<file path="src/rtl/panel_cmd_pkg.sv">
package panel_cmd_pkg;
  typedef enum logic [2:0] {
    PH_IDLE,
    PH_LEAD,
    PH_LOW,
    PH_HIGH,
    PH_GUARD
  } phase_e;

  typedef struct packed {
    logic load;   // capture a new frame
    logic shift;  // advance to the next bit
    logic drive;  // chip select active: present the shifter MSB
  } dp_strobe_t;
endpackage

</file>
<file path="src/rtl/panel_cmd_ctrl.sv">
module panel_cmd_ctrl
  import panel_cmd_pkg::*;
#(
  parameter int HALF_DIV = 2
) (
  input  logic       clk,
  input  logic       rstN,
  input  logic       startI,
  input  logic       lastBit,
  output dp_strobe_t strobe,
  output logic       csN,
  output logic       sclk,
  output logic       busy,
  output logic       done
);
  localparam int DIV_W = $clog2(2 * HALF_DIV + 1);
  localparam logic [DIV_W-1:0] HALF_LOAD  = DIV_W'(HALF_DIV - 1);
  localparam logic [DIV_W-1:0] GUARD_LOAD = DIV_W'(2 * HALF_DIV - 1);

  phase_e           phase, phaseNext;
  logic [DIV_W-1:0] divCnt, divNext;
  logic             doneNext;
  logic             tick;

  assign tick = (divCnt == '0);

  always_comb begin
    phaseNext    = phase;
    divNext      = tick ? divCnt : divCnt - 1'b1;
    doneNext     = 1'b0;
    strobe.load  = 1'b0;
    strobe.shift = 1'b0;
    strobe.drive = (phase == PH_LEAD) || (phase == PH_LOW) || (phase == PH_HIGH);
    case (phase)
      PH_IDLE: begin
        if (startI) begin
          phaseNext   = PH_LEAD;
          divNext     = HALF_LOAD;
          strobe.load = 1'b1;
        end
      end
      PH_LEAD: begin
        if (tick) begin
          phaseNext = PH_LOW;
          divNext   = HALF_LOAD;
        end
      end
      PH_LOW: begin
        if (tick) begin
          phaseNext = PH_HIGH;
          divNext   = HALF_LOAD;
        end
      end
      PH_HIGH: begin
        if (tick) begin
          if (lastBit) begin
            phaseNext = PH_GUARD;
            divNext   = GUARD_LOAD;
            doneNext  = 1'b1;
          end else begin
            phaseNext    = PH_LOW;
            divNext      = HALF_LOAD;
            strobe.shift = 1'b1;
          end
        end
      end
      PH_GUARD: begin
        if (tick) phaseNext = PH_IDLE;
      end
      default: phaseNext = PH_IDLE;
    endcase
  end

  always_ff @(posedge clk or negedge rstN) begin
    if (!rstN) begin
      phase  <= PH_IDLE;
      divCnt <= '0;
      done   <= 1'b0;
    end else begin
      phase  <= phaseNext;
      divCnt <= divNext;
      done   <= doneNext;
    end
  end

  assign csN  = !((phase == PH_LEAD) || (phase == PH_LOW) || (phase == PH_HIGH));
  assign sclk = (phase != PH_LOW);
  assign busy = (phase != PH_IDLE);
endmodule

</file>
<file path="src/rtl/panel_cmd_dp.sv">
module panel_cmd_dp
  import panel_cmd_pkg::*;
#(
  parameter int BYTE_W     = 8,
  parameter int MAX_PARAMS = 2
) (
  input  logic                           clk,
  input  logic                           rstN,
  input  dp_strobe_t                     strobe,
  input  logic [BYTE_W-1:0]              cmdByte,
  input  logic [$clog2(MAX_PARAMS+1)-1:0] paramCount,
  input  logic [BYTE_W*MAX_PARAMS-1:0]   paramValue,
  output logic                           mosi,
  output logic                           lastBit
);
  localparam int WORD_W  = BYTE_W + 1;
  localparam int FRAME_W = WORD_W * (MAX_PARAMS + 1);
  localparam int BITS_W  = $clog2(FRAME_W);

  logic [FRAME_W-1:0] frame, shreg;
  logic [BITS_W-1:0]  bitsInit, bitsLeft;
  int                 nUsed;

  always_comb begin
    nUsed = (int'(paramCount) > MAX_PARAMS) ? MAX_PARAMS : int'(paramCount);
    frame = '0;
    frame[FRAME_W-1 -: WORD_W] = {1'b0, cmdByte};
    for (int i = 0; i < MAX_PARAMS; i++) begin
      if (i < nUsed)
        frame[FRAME_W-1-WORD_W*(i+1) -: WORD_W] =
          {1'b1, paramValue[(nUsed-1-i)*BYTE_W +: BYTE_W]};
    end
    bitsInit = BITS_W'(WORD_W * (nUsed + 1) - 1);
  end

  always_ff @(posedge clk or negedge rstN) begin
    if (!rstN) begin
      shreg    <= '0;
      bitsLeft <= '0;
    end else if (strobe.load) begin
      shreg    <= frame;
      bitsLeft <= bitsInit;
    end else if (strobe.shift) begin
      shreg    <= {shreg[FRAME_W-2:0], 1'b0};
      bitsLeft <= bitsLeft - 1'b1;
    end
  end

  assign mosi    = strobe.drive & shreg[FRAME_W-1];
  assign lastBit = (bitsLeft == '0);
endmodule

</file>
<file path="src/rtl/panel_cmd_spi.sv">
module panel_cmd_spi
  import panel_cmd_pkg::*;
#(
  parameter int HALF_DIV   = 2,
  parameter int BYTE_W     = 8,
  parameter int MAX_PARAMS = 2
) (
  input  logic                            clk,
  input  logic                            rstN,
  input  logic                            startI,
  input  logic [BYTE_W-1:0]               cmdByte,
  input  logic [$clog2(MAX_PARAMS+1)-1:0] paramCount,
  input  logic [BYTE_W*MAX_PARAMS-1:0]    paramValue,
  output logic                            busy,
  output logic                            done,
  output logic                            csN,
  output logic                            sclk,
  output logic                            mosi
);
  dp_strobe_t strobe;
  logic       lastBit;

  panel_cmd_ctrl #(.HALF_DIV(HALF_DIV)) u_ctrl (
    .clk(clk), .rstN(rstN), .startI(startI), .lastBit(lastBit),
    .strobe(strobe), .csN(csN), .sclk(sclk), .busy(busy), .done(done)
  );

  panel_cmd_dp #(.BYTE_W(BYTE_W), .MAX_PARAMS(MAX_PARAMS)) u_dp (
    .clk(clk), .rstN(rstN), .strobe(strobe), .cmdByte(cmdByte),
    .paramCount(paramCount), .paramValue(paramValue),
    .mosi(mosi), .lastBit(lastBit)
  );
endmodule

</file>
<file path="config.mk">
export PLATFORM = sky130hd
export DESIGN_NAME = panel_cmd_spi
export DESIGN_NICKNAME = d
export VERILOG_FILES = /design/src/rtl/panel_cmd_pkg.sv /design/src/rtl/panel_cmd_ctrl.sv /design/src/rtl/panel_cmd_dp.sv /design/src/rtl/panel_cmd_spi.sv
export SDC_FILE = /design/constraint.sdc
export NUM_CORES = 1
export LEC_CHECK = 0
export BUFFER_PORTS_ARGS = -buffer_cell sky130_fd_sc_hd__buf_2
export CELL_PAD_IN_SITES_DETAIL_PLACEMENT = 1
export CELL_PAD_IN_SITES_GLOBAL_PLACEMENT = 2
export CORE_MARGIN = 5
export CORE_UTILIZATION = 34
export DETAILED_ROUTE_END_ITERATION = 12
export GPL_ROUTABILITY_DRIVEN = 0
export HOLD_SLACK_MARGIN = 0.06
export PLACE_DENSITY_LB_ADDON = 0.3
export SYNTH_ARGS = -nofsm -noshare
export SYNTH_HDL_FRONTEND = slang
export SYNTH_SLANG_ARGS = --single-unit
</file>
<file path="constraint.sdc">
create_clock -name clk -period 2.55 [get_ports clk]
set_input_delay 0.51 -clock clk [delete_from_list [all_inputs] [get_ports clk]]
set_output_delay 0.51 -clock clk [all_outputs]
set_load 0.01 [all_outputs]
</file>
# After elaboration in Yosys (flattened, before gate mapping)
# Index checks and enable logic that the tools add are counted.
[totals]
mem_count = 0
regBits = 39
latchBits = 0
mem_bits_ro = 0
out_inout_bits = 5
ramBits = 0
input_bits = 29
[op_classes]
bitwise_logic = 1
mux = 28
n_mul = 1
div = 0
shift = 2
n_reduce_logical = 10
magnitude_cmp = 3
add_sub_neg = 6
eq_ne = 10
[op_table]
columns = ["cell", "count"]
rows = [
  ["$shiftx 16x32->8", 2],
  ["$sub 29x2->29 const B", 2],
  ["$mux 27", 2],
  ["$add 32x2->32 const B", 1],
  ["$lt 1x32->1 const A", 1],
  ["$lt 2x32->1 const A", 1],
  ["$mul 5x32->5 const A", 1],
  ["$mux 3", 10],
  ["$mux 9", 2],
  ["$pmux 3 s5", 1],
  ["$mux 5", 2],
  ["$pmux 3 s3", 1],
  ["$mux 1", 8],
  ["$ne 2x1->1 const B", 4],
  ["$eq 3x2->1 const B", 2],
  ["$logic_not 3->1", 2],
  ["$logic_not 5->1", 1],
  ["$reduce_and 5->1", 1],
  ["$sub 5x1->5 const B", 1],
  ["$sub 5x2->5 const B", 1],
  ["$mux 2", 2],
  ["$eq 3x1->1 const B", 1],
  ["$eq 3x3->1 const B", 1],
  ["$ne 3x2->1 const B", 1],
  ["9 further kinds", 10],
]

# Depth between registers and ports, before layout
[logic_depth]
word_depth = 7
ltp_mapped = 9

# Hierarchy
# From an unflattened synthesis, not the netlist that was laid out.
[hier_totals]
hier_cells = 189
hier_area_um2 = 1968.1
[modules_own_cells]
columns = ["mod", "area_each_um2", "instances", "cells_per_inst", "seq_area_each_um2"]
rows = [
  ["panel_cmd_dp", 1552.7, 1, 146, 800.8],
  ["panel_cmd_ctrl", 415.4, 1, 43, 175.2],
]

# Least setup slack after synthesis
# No wires, ideal clock.
[synth_timing]
kind = "reg-to-reg"
startpoint = "register u_dp.bitsLeft[0]"
endpoint = "register u_dp.shreg[18]"
stages_incl_launch_ff = 9
synth_period_minus_slack_ns = 2.013
setup_ns = 0.126
path_slack_ns = 0.537
t_arrival_ns = 1.887
cell_sequence = "dfrtp_1 > inv_1 > ha_1 > or4b_1 > buf_2 > and3_1 > clkbuf_2 > buf_6 > a221o_1"
[synth_between]
elab_chain_len = 5
[synth_rtl]
columns = ["element", "line", "text"]
rows = [
  ["start, declared", "panel_cmd_dp.sv:21", "logic [BITS_W-1:0] bitsInit, bitsLeft;"],
  ["start signal, assigned", "panel_cmd_dp.sv:42", "bitsLeft <= bitsInit;"],
  ["start signal, assigned", "panel_cmd_dp.sv:45", "bitsLeft <= bitsLeft - 1'b1;"],
  ["$logic_not 5->1", "panel_cmd_dp.sv:50", "assign lastBit = (bitsLeft == '0);"],
  ["$mux 1", "panel_cmd_ctrl.sv:56", "if (lastBit) begin"],
  ["$mux 1", "panel_cmd_ctrl.sv:55", "if (tick) begin"],
  ["$mux 1", "panel_cmd_ctrl.sv:34", "case (phase)"],
  ["$reduce_bool 2->1 (no source line)", "--", ""],
  ["end signal, assigned", "panel_cmd_dp.sv:41", "shreg <= frame;"],
  ["end signal, assigned", "panel_cmd_dp.sv:44", "shreg <= {shreg[FRAME_W-2:0], 1'b0};"],
  ["end, declared", "panel_cmd_dp.sv:20", "logic [FRAME_W-1:0] frame, shreg;"],
]
# Every way passes these cells.
# A chain may end at the register's enable or synchronous reset.

# Worst setup path after layout
[layout_timing]
startpoint = "register u_dp.bitsLeft[0]"
endpoint = "register u_dp.shreg[21]"
# The elaborated chain is that of the path after synthesis.

==> impl_metrics.csv <==
group,metric,value,unit
placed_design,place_hpwl,3.566,mm
power_and_ir_drop,ir_worst_vdd,0.0003874,V
sta,fin_skew,7.535,ps
detailed_routing,num_vias,1738,
sta,min_period_over_period,88.99,%
sta,fmax,440.7,MHz
clock_network,clk_latency,300,ps
logic_synthesis,netlist_area,2001,sq um
status,status,"finished clean",
detailed_routing,drt_pass1_iterations,4,
logic_synthesis,synth_top_cell_by_area,"dfrtp_1",
min_path,hp-class,"in -> async",
logic_synthesis,synth.top_cell.area_share,48.78,%
grt,grt-ovfl-total,0,
setup_path,crit_path_max_fanout,28,
clock_network,root_buffer,"clkbuf_8",
power_and_ir_drop,powerDensity,1091,nW/um^2
logic_synthesis,ys_warn_count,0,
sta,setup_tns,0,ps
logic_synthesis,synth_area_per_cell,9.094,sq um
logic_synthesis,post-synth-top-count-cell,"dfrtp_1",
clock_network,ctsHoldBuffers,0,
die,die_h,86.71,microns
setup_path,critPathKind,"reg -> reg",
sta,fin_crit,2269,ps
logic_synthesis,ys_seq_area_share,48.78,%
sta,hold_violations,0,
grt,grt_pass1_vias,1873,
logic_synthesis,ys_ff_latch,39,
grt,grt_pass1_wl,9.163,mm
sta,tightest_slew,875.1,ps
grt,grt_util_all_layers,15.62,%
setup_path,cp.arrival,2450,ps
setup_path,cp_data_required_time,2730,ps
cells_and_area,nFillCells,717,
detailed_routing,via_per_inst,5.364,
die,rows,28,
clock_network,clkTransAtPathRegs,80,ps
sta,rsz0062_at_grt,"false",
clock_network,cts_buffers,5,
clock_network,cts.repair.resized,0,
grt,grt_max_degree,40,
detailed_routing,post-route-drc-count,0,
setup_path,worstSetupEndpointType,"flop",
logic_synthesis,synth.area.top_cells,"dfrtp_1 (49%), a21oi_1 (6.8%), nand3_1 (6.0%), nand2_1 (5.3%), a221o_1 (3.5%)",
die,start_util,34.40,%
clock_network,cts_tree,"yes",
setup_path,critPathMaxStageDelay,440,ps
setup_path,rr_worst_depth,7,
logic_synthesis,synthesis.nets,252,
cells_and_area,final_net_count,280,
grt,antenna_found_initial,0,
cells_and_area,drive_gt1_share,21.69,%
clock_network,cts_buffer_depth,2,
flow_run,cap_violations,0,
placed_design,port_buffers,33,
logic_synthesis,synth.distinct_cells,35,
detailed_routing,drt_first_iter_violations,77,
detailed_routing,drt_wl_total,5.223,mm
clock_network,post_cts_buffers,0,
die,num_io_pins,34,
sta,slew_headroom,41.66,%
setup_path,slowest_stage,"nand3_2",
sta,finalSetupViolCount,0,
power_and_ir_drop,p_leak,1.093,nW
logic_synthesis,synth_edf_count,0,
cells_and_area,area_delta_synth_final,17.01,%
logic_synthesis,synthCells,220,
setup_path,path_cells,"inv_1, ha_1, or4b_1, buf_4, nand3_2, and3_1, a221o_1",
cells_and_area,n_antenna_cell,0,
setup_path,start_kind,"flop",
placed_design,post-place-ws,248.4,ps
detailed_routing,wl_per_cell,16.12,microns
die,core_region_area,5816,sq um
logic_synthesis,synthArstFlopShare,100.0,%
detailed_routing,ant_nets,0,
die,dieArea,7519,sq um
sta,slew_viol_final,0,
logic_synthesis,synth_ff_type,"dfrtp_1",
sta,setup_slack,280.8,ps
die,dieWidth,86.71,microns
clock_network,htree_num_levels,2,
setup_path,reg2reg_slack,280,ps
clock_network,cts_sinks,39,
logic_synthesis,synth_commonest_cells,"dfrtp_1 (39), nand2_1 (28), a21oi_1 (27)",
[report_power, final]
part	leakage [nW]	internal [mW]	switching, mW	total [mW]
Clock	0.0581	0.291	0.233	0.524
Sequential	0.492	0.883	0.168	1.05
Combinational	0.542	0.432	0.549	0.980
Total	1.09	1.61	0.949	2.55
[cell usage in the layout, fill, tap and decap left out, types with 3 or more instances in the layout]
cell,synthesis,final
dfrtp_1,39,39
buf_2,9,33
nand2_1,28,28
a21oi_1,27,27
nand3_1,24,24
nor2_1,15,15
and3_1,9,9
a221oi_1,8,8
a221o_1,7,7
buf_4,0,7
inv_1,6,6
o21ai_0,6,6
clkbuf_8,0,5
nor3_1,4,4
nor2b_1,3,3
ha_1,3,3
[stage by stage]
| step | area (sq um) | cells | hold slack (ps) | power, mW | util, % |
|---|---|---|---|---|---|
| after floorplan | 2001 | 220 | 214.4 | 1.769 | - |
| after global placement | 2228 | 316 | 456.4 | 2.013 | 38.32 |
| after detailed placement | 2228 | 316 | 467.4 | 2.062 | 38.32 |
| after CTS | 2341 | 324 | 355.9 | 2.596 | 40.25 |
| after global routing | 2341 | 324 | 394.4 | 2.791 | 40.25 |
| final | 2341 | 324 | 326.9 | 2.555 | 40.25 |
[layout make-up]
type | count | area (sq um) | area share [%]
Clock inverter | 3 | 43.79 | 1.871
Sequential cell | 39 | 975.9 | 41.69
Inverter | 6 | 22.52 | 0.9621
Clock buffer | 5 | 68.82 | 2.940
Timing Repair Buffer | 41 | 237.7 | 10.15
Tap cell | 75 | 93.84 | 4.009
Multi-Input combinational cell | 155 | 898.4 | 38.38
[state kept, by name, indices dropped and copies added, names as in the netlist]
register	flops
u_dp.shreg	27
u_ctrl.divCnt	3
u_dp.bitsLeft	5
u_ctrl.phase	3
u_ctrl.done	1
[worst max-delay path: cells and delay by family (launching register included)]
kind                       cells  cell delay (ps)
DFF                            1              420
adders and majority gates      1              240
AOI/OAI and AO/OA              1              270
buffers and inverters          2              190
and+or+nand+nor                3             1030
[worst paths after layout]
path / to / from
setup / recovery: u_dp.shreg[21] / u_dp.bitsLeft[0]
hold / removal: u_dp.bitsLeft[3] / rstN
setup reg to reg: u_dp.shreg[21] / u_dp.bitsLeft[0]
hold reg to reg: u_dp.shreg[6] / u_dp.shreg[5]
max in group asynchronous: u_dp.shreg[25] / rstN
min in group clk: u_dp.shreg[20] / cmdByte[2]
[metal layers]
metal	wire length (microns)	vias to the layer above	GRT usage (%)
met5	0	-	0
met4	94	0	6.374
met3	255	7	3.802
met2	2527	34	25.94
met1	2346	851	19.40
li1	-	846	-
[cell families (layout without fill, tap and decap cells)]
family | count (synthesis) | count (layout) | synth area share, %
flops | 39 | 39 | 48.78
fa+ha+maj | 3 | 3 | 1.876
buf+inv | 26 | 55 | 6.628
simple gates | 93 | 93 | 22.76
compound gates | 58 | 58 | 19.45
mux | 1 | 1 | 0.5003
No activity file was read; power rests on OpenSTA's default activity.
